<file path="src/rtl/pss_pkg.sv">
package pss_pkg;

  typedef enum logic [1:0] {
    PH_IDLE = 2'd0,
    PH_PRE  = 2'd1,
    PH_SCAN = 2'd2
  } pss_phase_e;

  // Largest of three unsigned values, used to size the dwell counter.
  function automatic int unsigned pss_max3(input int unsigned a,
                                           input int unsigned b,
                                           input int unsigned c);
    int unsigned m;
    m = (a > b) ? a : b;
    return (m > c) ? m : c;
  endfunction

  // Dwell length for the pixel that is about to be presented.
  function automatic int unsigned pss_step_len(input int unsigned next_col,
                                               input int unsigned row_len,
                                               input int unsigned col_len);
    return (next_col == 0) ? row_len : col_len;
  endfunction

  // Map an ascending scan position onto the physical column number.
  function automatic int unsigned pss_col_order(input int unsigned pos,
                                                input int unsigned cols,
                                                input bit          desc);
    return desc ? (cols - 1 - pos) : pos;
  endfunction

endpackage

</file>
<file path="src/rtl/pss_dwell_timer.sv">
module pss_dwell_timer #(
  parameter int CNT_W = 9
) (
  input  logic             clk,
  input  logic             rst_n,
  input  logic             load,
  input  logic [CNT_W-1:0] load_val,
  output logic             expired
);

  logic [CNT_W-1:0] cnt_q;

  always_ff @(posedge clk or negedge rst_n) begin
    if (!rst_n) begin
      cnt_q <= '0;
    end else if (load) begin
      cnt_q <= load_val;
    end else if (cnt_q != '0) begin
      cnt_q <= cnt_q - 1'b1;
    end
  end

  assign expired = (cnt_q == '0);

endmodule

</file>
<file path="src/rtl/pss_scan_ctrl.sv">
module pss_scan_ctrl
  import pss_pkg::*;
#(
  parameter int ADDR_W   = 6,
  parameter int COL_BITS = 3,
  parameter int CNT_W    = 9,
  parameter int DW_FIRST = 274,
  parameter int DW_ROW   = 108,
  parameter int DW_COL   = 27
) (
  input  logic              clk,
  input  logic              rst_n,
  input  logic              full_mode,
  input  logic              start,
  input  logic              expired,
  output pss_phase_e        phase,
  output logic [ADDR_W-1:0] addr,
  output logic              tmr_load,
  output logic [CNT_W-1:0]  tmr_val,
  output logic              frame_done,
  output logic              launch
);

  localparam int          PRE_LEN   = 2 * DW_COL;
  localparam logic [ADDR_W-1:0] LAST_ADDR = {ADDR_W{1'b1}};

  pss_phase_e        phase_q;
  logic [ADDR_W-1:0] addr_q;
  logic              done_q;
  logic              pend_q;

  logic [ADDR_W-1:0]   next_addr;
  logic [COL_BITS-1:0] next_col;
  logic                at_last;

  assign next_addr = addr_q + 1'b1;
  assign next_col  = next_addr[COL_BITS-1:0];
  assign at_last   = (addr_q == LAST_ADDR);

  // Launch source: external pulse in full mode, reset release otherwise.
  assign launch = (phase_q == PH_IDLE) && (full_mode ? start : pend_q);

  always_comb begin
    tmr_load = 1'b0;
    tmr_val  = '0;
    unique case (phase_q)
      PH_IDLE: begin
        tmr_load = launch;
        tmr_val  = CNT_W'(PRE_LEN - 1);
      end
      PH_PRE: begin
        tmr_load = expired;
        tmr_val  = CNT_W'(DW_FIRST - 1);
      end
      PH_SCAN: begin
        tmr_load = expired && !at_last;
        tmr_val  = CNT_W'(pss_step_len(int'(next_col), DW_ROW, DW_COL) - 1);
      end
      default: begin
        tmr_load = 1'b0;
        tmr_val  = '0;
      end
    endcase
  end

  always_ff @(posedge clk or negedge rst_n) begin
    if (!rst_n) begin
      phase_q <= PH_IDLE;
      addr_q  <= '0;
      done_q  <= 1'b0;
      pend_q  <= 1'b1;
    end else begin
      pend_q <= 1'b0;
      done_q <= 1'b0;
      unique case (phase_q)
        PH_IDLE: begin
          if (launch) phase_q <= PH_PRE;
        end
        PH_PRE: begin
          if (expired) begin
            phase_q <= PH_SCAN;
            addr_q  <= '0;
          end
        end
        PH_SCAN: begin
          if (expired) begin
            if (at_last) begin
              phase_q <= PH_IDLE;
              done_q  <= 1'b1;
            end else begin
              addr_q <= next_addr;
            end
          end
        end
        default: phase_q <= PH_IDLE;
      endcase
    end
  end

  assign phase      = phase_q;
  assign addr       = addr_q;
  assign frame_done = done_q;

endmodule

</file>
<file path="src/rtl/pss_row_decoder.sv">
module pss_row_decoder #(
  parameter int ROW_BITS = 3,
  parameter int ROWS     = 8
) (
  input  logic                en,
  input  logic [ROW_BITS-1:0] row_addr,
  output logic [ROWS-1:0]     row_sel
);

  for (genvar r = 0; r < ROWS; r++) begin : g_row
    assign row_sel[r] = en && (row_addr == ROW_BITS'(r));
  end

endmodule

</file>
<file path="src/rtl/pss_col_select.sv">
module pss_col_select
  import pss_pkg::*;
#(
  parameter int COL_BITS    = 3,
  parameter int COLS        = 8,
  parameter bit COL_DESCEND = 1'b0
) (
  input  logic                en,
  input  logic [COL_BITS-1:0] scan_pos,
  input  logic [COLS-1:0]     col_data,
  output logic [COL_BITS-1:0] col_idx,
  output logic                ser_out
);

  logic [COL_BITS-1:0] phys_col;

  if (COL_DESCEND) begin : g_desc
    assign phys_col = COL_BITS'(pss_col_order(int'(scan_pos), COLS, 1'b1));
  end else begin : g_asc
    assign phys_col = scan_pos;
  end

  logic [COLS-1:0] pick;
  for (genvar c = 0; c < COLS; c++) begin : g_pick
    assign pick[c] = col_data[c] && (phys_col == COL_BITS'(c));
  end

  assign col_idx = en ? phys_col : '0;
  assign ser_out = en && (|pick);

endmodule

</file>
<file path="src/rtl/pixel_scan_sequencer.sv">
module pixel_scan_sequencer
  import pss_pkg::*;
#(
  parameter int ROW_BITS    = 3,
  parameter int COL_BITS    = 3,
  parameter int DW_FIRST    = 274,
  parameter int DW_ROW      = 108,
  parameter int DW_COL      = 27,
  parameter bit COL_DESCEND = 1'b0
) (
  input  logic                       clk,
  input  logic                       rst_n,
  input  logic                       start,
  input  logic                       full_mode,
  input  logic [(1<<COL_BITS)-1:0]   col_data,
  output logic [(1<<ROW_BITS)-1:0]   row_sel,
  output logic [COL_BITS-1:0]        col_idx,
  output logic                       ser_out,
  output logic                       pix_valid,
  output logic                       frame_done
);

  localparam int ROWS   = 1 << ROW_BITS;
  localparam int COLS   = 1 << COL_BITS;
  localparam int ADDR_W = ROW_BITS + COL_BITS;
  localparam int MAX_DW = int'(pss_max3(2 * DW_COL, DW_FIRST, DW_ROW));
  localparam int CNT_W  = $clog2(MAX_DW + 1);

  pss_phase_e        phase;
  logic [ADDR_W-1:0] addr;
  logic              tmr_load;
  logic [CNT_W-1:0]  tmr_val;
  logic              tmr_expired;
  logic              launch;

  // Named internal events, observed by the bound checker.
  logic in_scan;
  logic in_pre;
  assign in_scan = (phase == PH_SCAN);
  assign in_pre  = (phase == PH_PRE);

  pss_dwell_timer #(
    .CNT_W (CNT_W)
  ) u_timer (
    .clk      (clk),
    .rst_n    (rst_n),
    .load     (tmr_load),
    .load_val (tmr_val),
    .expired  (tmr_expired)
  );

  pss_scan_ctrl #(
    .ADDR_W   (ADDR_W),
    .COL_BITS (COL_BITS),
    .CNT_W    (CNT_W),
    .DW_FIRST (DW_FIRST),
    .DW_ROW   (DW_ROW),
    .DW_COL   (DW_COL)
  ) u_ctrl (
    .clk        (clk),
    .rst_n      (rst_n),
    .full_mode  (full_mode),
    .start      (start),
    .expired    (tmr_expired),
    .phase      (phase),
    .addr       (addr),
    .tmr_load   (tmr_load),
    .tmr_val    (tmr_val),
    .frame_done (frame_done),
    .launch     (launch)
  );

  pss_row_decoder #(
    .ROW_BITS (ROW_BITS),
    .ROWS     (ROWS)
  ) u_rows (
    .en       (in_scan),
    .row_addr (addr[ADDR_W-1:COL_BITS]),
    .row_sel  (row_sel)
  );

  pss_col_select #(
    .COL_BITS    (COL_BITS),
    .COLS        (COLS),
    .COL_DESCEND (COL_DESCEND)
  ) u_cols (
    .en       (in_scan),
    .scan_pos (addr[COL_BITS-1:0]),
    .col_data (col_data),
    .col_idx  (col_idx),
    .ser_out  (ser_out)
  );

  assign pix_valid = in_scan && tmr_expired;

endmodule

</file>
<file path="config.mk">
export PLATFORM = sky130hd
export DESIGN_NAME = pixel_scan_sequencer
export DESIGN_NICKNAME = d
export VERILOG_FILES = /design/src/rtl/pss_pkg.sv /design/src/rtl/pss_dwell_timer.sv /design/src/rtl/pss_scan_ctrl.sv /design/src/rtl/pss_row_decoder.sv /design/src/rtl/pss_col_select.sv /design/src/rtl/pixel_scan_sequencer.sv
export SDC_FILE = /design/constraint.sdc
export NUM_CORES = 1
export LEC_CHECK = 0
export BUFFER_PORTS_ARGS = -buffer_cell sky130_fd_sc_hd__buf_2
export CAP_MARGIN = 30
export CORE_ASPECT_RATIO = 0.7
export CORE_MARGIN = 2
export CORE_UTILIZATION = 40
export DETAILED_ROUTE_END_ITERATION = 8
export HOLD_SLACK_MARGIN = 0.03
export SLEW_MARGIN = 10
export SYNTH_ARGS = -nofsm -noshare
export SYNTH_HDL_FRONTEND = slang
export SYNTH_SLANG_ARGS = --single-unit
</file>
<file path="constraint.sdc">
create_clock -name clk -period 2.96 [get_ports clk]
set_clock_uncertainty 0.05 [all_clocks]
set_input_delay 0.296 -clock clk [delete_from_list [all_inputs] [get_ports clk]]
set_output_delay 0.296 -clock clk [all_outputs]
set_load 0.1 [all_outputs]
</file>
# Word level (Yosys, flattened, before mapping)
# Index checks and enable logic that the tools add are counted.
dict set report word_totals {
  ramBits 0
  out_inout_bits 14
  memories 0
  ff_bits 19
  latchBits 0
  mem_bits_ro 0
}
dict set report classes {
  reduce_logical 32
  order_cmp 0
  div 0
  eq_ne 22
  n_mux 19
  bitwise 0
  shifts 0
  multipliers 0
  addsub 3
}
# cell n
set ops {}
lappend ops {{9-bit case mux with 3 select lines} 1}
lappend ops {{3-bit == test (second input constant)} 8}
lappend ops {{1-bit logical AND} 20}
lappend ops {{6-bit 2-to-1 mux} 3}
lappend ops {{9-bit 2-to-1 mux} 2}
lappend ops {{9-bit by 1-bit subtractor with 9-bit output (second input constant)} 2}
lappend ops {{3-bit by 2-bit == test with 1-bit output (second input constant)} 4}
lappend ops {{6-bit case mux with 2 select lines} 1}
lappend ops {{3-bit logical NOT} 3}
lappend ops {{9-bit logical NOT} 1}
lappend ops {{9-bit nonzero test} 1}
lappend ops {{2-bit 2-to-1 mux} 4}
lappend ops {{2-bit inequality test (second input constant)} 4}
lappend ops {{4-bit AND reduction} 2}
lappend ops {{8-bit OR reduction} 1}
lappend ops {{7-bit 2-to-1 mux} 1}
lappend ops {{6-bit by 1-bit adder with 6-bit output (second input constant)} 1}
lappend ops {{3-bit by 1-bit == test with 1-bit output (second input constant)} 2}
lappend ops {{6-bit == test (second input constant)} 1}
lappend ops {{2-bit case mux with 3 select lines} 1}
lappend ops {{1-bit 2-to-1 mux} 4}
lappend ops {{2-bit nonzero test} 2}
lappend ops {{3-bit 2-to-1 mux} 1}
lappend ops {{1-bit case mux with 3 select lines} 1}
lappend ops {{other kinds (5)} 5}

# Logic depth before layout (Yosys ltp)
# Gate-level depths: netlist (run 1).
dict set report depth {
  depth_word 6
  ltp_mapped 8
}

# Cells and area by module
# From an unflattened synthesis (run 1), not the netlist that was laid out.
dict set report hier_totals {
  cells_unflattened 137
  area_unflattened_um2 1321.3
}
# module seq_area_each_um2 area_each_um2 instances cells_per_inst
set modules_own_cells {}
lappend modules_own_cells {pss_scan_ctrl 251.5 595.6 1 63}
lappend modules_own_cells {pss_dwell_timer 225.2 534.3 1 57}
lappend modules_own_cells {pss_row_decoder 0.0 96.3 1 8}
lappend modules_own_cells {pss_col_select 0.0 80.1 1 7}
lappend modules_own_cells {pixel_scan_sequencer 0.0 15.0 1 2}

# Worst setup path before layout (run 1)
# No wires, ideal clock.
dict set report synth_path {
  kind {reg-to-output}
  start {register u_ctrl.phase_q[0] (netlist: u_ctrl.phase[0])}
  end {output row_sel[1]}
  path_stages_with_launch 5
  arrival_time_ns 3.918
  path_slack_ns -1.304
  required_ns 2.614
  path_cell_list {dfrtp_1 buf_2 nand2b_1 buf_2 nor4b_1}
}
dict set report synth_via {
  elab_chain_len 2
}
# element line_no
set synth_lines {}
lappend synth_lines {{start, declared} pss_scan_ctrl.sv:27} ;# pss_phase_e phase_q;
lappend synth_lines {{start signal, assigned} pss_scan_ctrl.sv:68} ;# phase_q <= PH_IDLE;
lappend synth_lines {{start signal, assigned} pss_scan_ctrl.sv:77} ;# if (launch) phase_q <= PH_PRE;
lappend synth_lines {{start signal, assigned} pss_scan_ctrl.sv:81} ;# phase_q <= PH_SCAN;
lappend synth_lines {{2-bit == test} pixel_scan_sequencer.sv:39} ;# assign in_scan = (phase == PH_SCAN);
lappend synth_lines {{1-bit logical AND} pss_row_decoder.sv:11} ;# assign row_sel[r] = en && (row_addr == ROW_BITS'(r));
lappend synth_lines {{end, declared} pixel_scan_sequencer.sv:16} ;# output logic [(1<<ROW_BITS)-1:0] row_sel,
# No other way between the ends.

# Final worst setup path (run 1)
dict set report layout_path {
  start {register u_timer.cnt_q[0]}
  end {output pix_valid}
}
dict set report layout_via {
  elab_chain_len 2
}
# element line_no
set layout_lines {}
lappend layout_lines {{start, declared} pss_dwell_timer.sv:11} ;# logic [CNT_W-1:0] cnt_q;
lappend layout_lines {{start signal, assigned} pss_dwell_timer.sv:17} ;# cnt_q <= load_val;
lappend layout_lines {{start signal, assigned} pss_dwell_timer.sv:19} ;# cnt_q <= cnt_q - 1'b1;
lappend layout_lines {{9-bit logical NOT} pss_dwell_timer.sv:23} ;# assign expired = (cnt_q == '0);
lappend layout_lines {{1-bit logical AND} pixel_scan_sequencer.sv:94} ;# assign pix_valid = in_scan && tmr_expired;
lappend layout_lines {{end, declared} pixel_scan_sequencer.sv:19} ;# output logic pix_valid,
# No other way between the ends.

==> out/results.ini, run 1 <==
[yosys]
syn_area_per_cell_um2 = 8.98
async_flop_share = 1.00
syn_nets = 163
yosysWarnings = 0
syn_area_um2 = 1290
ys.flop_type = dfrtp_1
synth-seq-cells = 19
syn-instance-count = 144
synth-edff-count = 0
seq_area_frac_synth = 0.368
yosysUniqueCellTypes = 47

[setup_path]
end_kind = output pin
critPathKind = reg2out
start_kind = flop
worstPathArrival_ns = 2.21
crit_required_ns = 2.61
cp_max_fo = 6

[sta]
finalSetupViolCount = 0
finalSetupTns_ns = 0
hold_viol = 0
post-route-period-util = 0.865
finalMaxSlewViolations = 0
slew_headroom = 0.569
period_needed_ns = 2.56
max_freq_mhz = 391
worst_pin_slew_ns = 0.641
rsz0062_at_grt = no

[pwr]
p_leak_nw = 0.675
power_frac_seq = 0.567
p_sw_frac = 0.209
irDropWorstVdd_mv = 0.235
intPower_mw = 0.367
power.density_nw_per_um2 = 305
clockPowerShare = 0.389
switchingPower_mw = 0.0968
pwr-share-comb = 0.045

[status]
outcome = finished clean

[grt]
gr-total-overflow = 0
grt_start_max_net_pins = 20
grt_pass1_wl_um = 5440
grt_antenna_before_repair = 0
grt_pass1_vias = 1178
grtUsageTotal = 0.191

[detailed_routing]
ant_nets = 0
routed_via_density = 5.93
routedWlPerCell_um = 16.0
dr.pass1.iters = 4
num_vias = 1210
routed_wl_um = 3270
dr.first_iter.drc_count = 85
drc = 0

[cells_and_area]
drive_gt1_frac = 0.265
antenna-diode-count = 0
layout_commonest_cell = buf_2
layout_common_cells = buf_2 (25), dfrtp_1 (18), nand2_1 (11)
fin_util = 0.487
nets = 186
area_growth_pct = 17.6
finalInstanceArea_um2 = 1520
final_cells = 204

[clock_tree]
cts_buffers = 3
clk_path_buf_depth = 2
cts_max_level = 1
clk_pin_slew_ns = 0.07
clk_latency_ns = 0.26
post_cts_resized = 0
cts.sinks = 19
cts_tree = built
root_buffer = clkbuf_8

[place]
dp_cells = 199
port-buffer-count = 25
dp_hpwl_um = 2450
dpl_cell_area_um2 = 1470
gp_congestion = 0.812

[min_path]
holdCritPathClass = in2async

[floorplanning]
die-area_um2 = 3710
initial_core_util = 0.414
ios = 26
row_count = 17
coreArea_um2 = 3130
die_y_um = 51.6
die_w_um = 72.0

[run]
drv_cap = 0

[final cells by class]
cell class	instances	area, um2
repair buffers	27	143
inverters	8	30.0
well taps	38	47.5
fillers	304	1610
clock buffers	4	45.0
flip-flops and latches	19	477
multi-input cells	108	779
[cells by family after synthesis]
family                     count (synthesis)  synth area share
and+or+nand+nor                           54             0.235
adders and majority gates                  7            0.0677
buffers and inverters                     17            0.0580
AOI/OAI and AO/OA                         37             0.198
muxes                                      7            0.0561
other                                      1           0.00290
DFF                                       19             0.368
xor gates and xnor gates                   2            0.0135
[timing repair]
| item | in CTS | in global routing |
|---|---|---|
| setup endpoints to repair | 0 | 0 |
| buffers inserted | 0 | 0 |
| hold endpoints to repair | 18 | 0 |
| hold buffers | 1 | 0 |
[power by group through the flow]
stage	registers [mW]	clock network [mW]	logic [mW]
floorplan	0.267	0	0.00633
global placement	0.267	0	0.0192
detailed placement	0.267	0	0.0198
CTS	0.262	0.187	0.0210
global route	0.263	0.197	0.0235
finish	0.263	0.180	0.0207
[layer usage]
metal  routed length, um  global-route usage  vias to the layer above  share of wire
li1                    -                   -                      584              -
met5                   0                   0                        -              0
met2                1440               0.298                       52           0.44
met4                  10              0.0503                        0         0.0031
met3                 235              0.0484                        2          0.072
met1                1590               0.264                      572           0.49
[per-stage QoR]
| stage | hold WS (ns) | setup WS [ns] | total power [mW] |
|---|---|---|---|
| 6_report | 0.458 | 0.400 | 0.464 |
| 3_3_place_gp | 0.211 | 0.722 | 0.287 |
| 3_5_place_dp | 0.209 | 0.680 | 0.287 |
| 2_1_floorplan | -0.0496 | 0.0845 | 0.273 |
| 5_1_grt | 0.492 | 0.206 | 0.483 |
| 4_1_cts | 0.467 | 0.426 | 0.471 |
[critical path, cell delays in order, from the launching register on]
cell and delay, ns:
dfrtp_1 0.39, inv_1 0.10, ha_1 0.22, nor4b_1 0.39
nand2_1 0.26, nor2_1 0.15, buf_2 0.44
[flip-flops by register name (all words and copies together), names as in the netlist]
signal	flops
u_timer.cnt_q	9
u_ctrl.frame_done	1
u_ctrl.phase	2
u_ctrl.addr	6
u_ctrl.pend_q	1
[synthesized netlist by cell type, drive strengths merged (2+ instances only)]
cell type	instances	share of area
a21oi	9	0.035
a222oi	3	0.023
a22o	3	0.020
a311oi	2	0.014
a31o	2	0.014
and3	2	0.0097
buf	4	0.020
clkbuf	5	0.015
dfrtp	18	0.35
ha	7	0.068
inv	8	0.023
mux2	2	0.017
mux2i	5	0.039
nand2	11	0.032
nand2b	2	0.0097
nand3	2	0.0077
nor2	10	0.029
nor3	8	0.035
nor3b	2	0.012
nor4	3	0.015
nor4b	2	0.014
o21ai	9	0.035
o22ai	2	0.0097
or3	3	0.015
or4	4	0.026
xnor2	2	0.014
[worst paths after layout]
path                                           endpoint  slack (ns)  cells after the start                    startpoint
hold reg to reg            u_timer.cnt_q[8]$_DFFE_PN0P_        0.52                      1  u_timer.cnt_q[8]$_DFFE_PN0P_
setup / recovery                              pix_valid        0.40                      6  u_timer.cnt_q[0]$_DFFE_PN0P_
hold / removal             u_timer.cnt_q[2]$_DFFE_PN0P_        0.46                      2                         rst_n
setup reg to reg           u_timer.cnt_q[4]$_DFFE_PN0P_        0.64                      7  u_timer.cnt_q[0]$_DFFE_PN0P_
max in group asynchronous       u_ctrl.pend_q$_DFF_PN1_        2.06                      2                         rst_n
min in group clk           u_timer.cnt_q[8]$_DFFE_PN0P_        0.52                      1  u_timer.cnt_q[8]$_DFFE_PN0P_
Power figures use the tool's default switching activity.
==> run 2: changes to the inputs <==
--- a/config.mk
+++ b/config.mk
@@ -5,7 +5,7 @@
 export SDC_FILE = /design/constraint.sdc
 export NUM_CORES = 1
 export LEC_CHECK = 0
-export BUFFER_PORTS_ARGS = -buffer_cell sky130_fd_sc_hd__buf_2
+export BUFFER_PORTS_ARGS = -buffer_cell sky130_fd_sc_hd__buf_4
 export CAP_MARGIN = 30
 export CORE_ASPECT_RATIO = 0.7
 export CORE_MARGIN = 2
==> run 2 against run 1 <==
Non-clock buffer count is the same. Fmax up 2.9%. Register-to-register slack is essentially flat. First-iteration DRC count is 11% higher. Power up 1.8%. Die area unchanged. Clock power up 3%. Combinational power is 19% higher. Sequential power is essentially flat. Routed wire length grew 1.5%. Sequential cell count unchanged. Critical endpoint unchanged. Largest power group unchanged.
==> out/results.ini, run 2 (synthesis results as in run 1) <==
[setup_path]
worst_path_largest_cell_delay_ns = 0.40  ; -0.04 ns
crit_required_ns = 2.61  ; about the same
end_kind = output pin
cp_max_fo = 6  ; unchanged
worstPathCellList = inv_1 > ha_1 > nor4b_1 > nand2_1 > nor2_1 > buf_4
start_kind = flop
critical-path-slowest-cell = dfrtp_1
worstPathArrival_ns = 2.14  ; -0.07 ns
critPathKind = reg2out

[sta]
worst_pin_slew_ns = 0.556  ; -0.0850 ns
finalSetupViolCount = 0  ; unchanged
finalSetupTns_ns = 0  ; unchanged
period_needed_ns = 2.49  ; -0.0728 ns
rsz0062_at_grt = no
max_freq_mhz = 402  ; +2.9%
post-route-period-util = 0.840  ; -0.0246
post-route-worst-setup-slack_ns = 0.473  ; +0.0728 ns
hold_viol = 0  ; unchanged
finalMaxSlewViolations = 0  ; unchanged
slew_headroom = 0.626  ; +0.0572

[pwr]
irDropWorstVdd_mv = 0.244  ; +3.8%
power.density_nw_per_um2 = 298  ; -2.2%
p_leak_nw = 0.683  ; +1.1%

[clock_tree]
root_buffer = clkbuf_8
cts_tree = built
clk_latency_ns = 0.26  ; about the same
clk_path_buf_depth = 2  ; unchanged
cts_max_level = 1  ; unchanged
post_cts_resized = 0  ; unchanged
cts_buffers = 3  ; unchanged
cts.sinks = 19  ; unchanged
post-cts-setup-buffers = 0  ; unchanged
clk_pin_slew_ns = 0.07  ; about the same
hold_buffers = 1  ; unchanged

[place]
place_ws_ns = 0.685  ; +0.00571 ns
port-buffer-count = 25  ; unchanged
dpl_cell_area_um2 = 1530  ; +4.3%
dp_hpwl_um = 2520  ; +3.2%
gp_congestion = 0.874  ; +7.7%

[grt]
grtUsageTotal = 0.193  ; +0.00269
grt_start_max_net_pins = 20  ; unchanged
grt_antenna_before_repair = 0  ; unchanged
grt_pass1_wl_um = 5510  ; +1.3%
gr-total-overflow = 0  ; unchanged
grt_pass1_vias = 1096  ; -7.0%

[detailed_routing]
dr.pass1.iters = 4  ; unchanged
num_vias = 1191  ; -1.6%
routedWlPerCell_um = 16.3  ; +1.5%
routed_via_density = 5.84  ; -1.6%
ant_nets = 0  ; unchanged
routed_wl_um = 3320  ; +1.5%
drc = 0  ; unchanged
dr.first_iter.drc_count = 94  ; +11%

[cells_and_area]
top_register = u_timer.cnt_q
antenna-diode-count = 0  ; unchanged
layout_commonest_cell = buf_4
num-fill-cells = 296  ; -2.6%
area_growth_pct = 22.4
largest_reg_flops = 9  ; unchanged
drive_gt1_frac = 0.265  ; unchanged
layout_common_cells = buf_4 (26), dfrtp_1 (18), nand2_1 (11)
finalInstanceArea_um2 = 1580  ; +4.1%
nets = 186  ; unchanged

[floorplanning]
die_w_um = 72.0  ; unchanged
ios = 26  ; unchanged
initial_core_util = 0.414  ; unchanged
die_y_um = 51.6  ; unchanged
coreArea_um2 = 3130  ; unchanged
die-area_um2 = 3710  ; unchanged
row_count = 17  ; unchanged

[run]
drv_cap = 0  ; unchanged

[status]
outcome = finished clean

[min_path]
holdCritPathClass = in2async

run 2: path summary, 6_finish.rpt:
check | from | to | slack [ns] | depth (start not counted)
setup reg to reg | u_timer.cnt_q[0]$_DFFE_PN0P_ | u_timer.cnt_q[4]$_DFFE_PN0P_ | 0.64 | 7
min in group clk | u_timer.cnt_q[8]$_DFFE_PN0P_ | u_timer.cnt_q[8]$_DFFE_PN0P_ | 0.52 | 1
max in group asynchronous | rst_n | u_ctrl.pend_q$_DFF_PN1_ | 2.20 | 2
setup / recovery | u_timer.cnt_q[0]$_DFFE_PN0P_ | pix_valid | 0.47 | 6
hold / removal | rst_n | u_timer.cnt_q[3]$_DFFE_PN0P_ | 0.39 | 2
hold reg to reg | u_timer.cnt_q[8]$_DFFE_PN0P_ | u_timer.cnt_q[8]$_DFFE_PN0P_ | 0.52 | 1
run 2: metal layers:
metal	track usage	vias up	part of all wire
met5	0	-	0
met4	0.0472	0	0.0036
met3	0.0504	2	0.073
met2	0.278	47	0.42
met1	0.288	562	0.50
li1	-	580	-
run 2: per-stage QoR:
stage          power [mW]  hold WS [ns]  instances  utilization
6_report            0.472         0.392        204        0.507
5_1_grt             0.494         0.397        204        0.507
4_1_cts             0.476         0.397        204        0.507
3_5_place_dp        0.291         0.138        199        0.489
3_3_place_gp        0.291         0.136        199        0.489
2_1_floorplan       0.273       -0.0496        144            -
run 2: layout make-up:
cell class | count | area, um2 | share of cell area
Sequential cell | 19 | 477 | 0.301
Multi-Input combinational cell | 108 | 779 | 0.492
Timing Repair Buffer | 27 | 205 | 0.130
Tap cell | 38 | 47.5 | 0.0300
Inverter | 8 | 30.0 | 0.0190
Clock buffer | 4 | 45.0 | 0.0284
run 2: power by group:
group	leakage, nW	internal (mW)	switching (mW)	total (mW)
Clock	0.0228	0.0960	0.0886	0.185
Sequential	0.245	0.261	0.00110	0.263
Combinational	0.415	0.0135	0.0111	0.0246
Total	0.683	0.371	0.101	0.472
run 2: critical path: cells and delay by family, from the launching register on:
kind                       cells  cell delay [ns]
and+or+nand+nor                3             0.83
buffers and inverters          2             0.41
adders and majority gates      1             0.24
DFF                            1             0.40
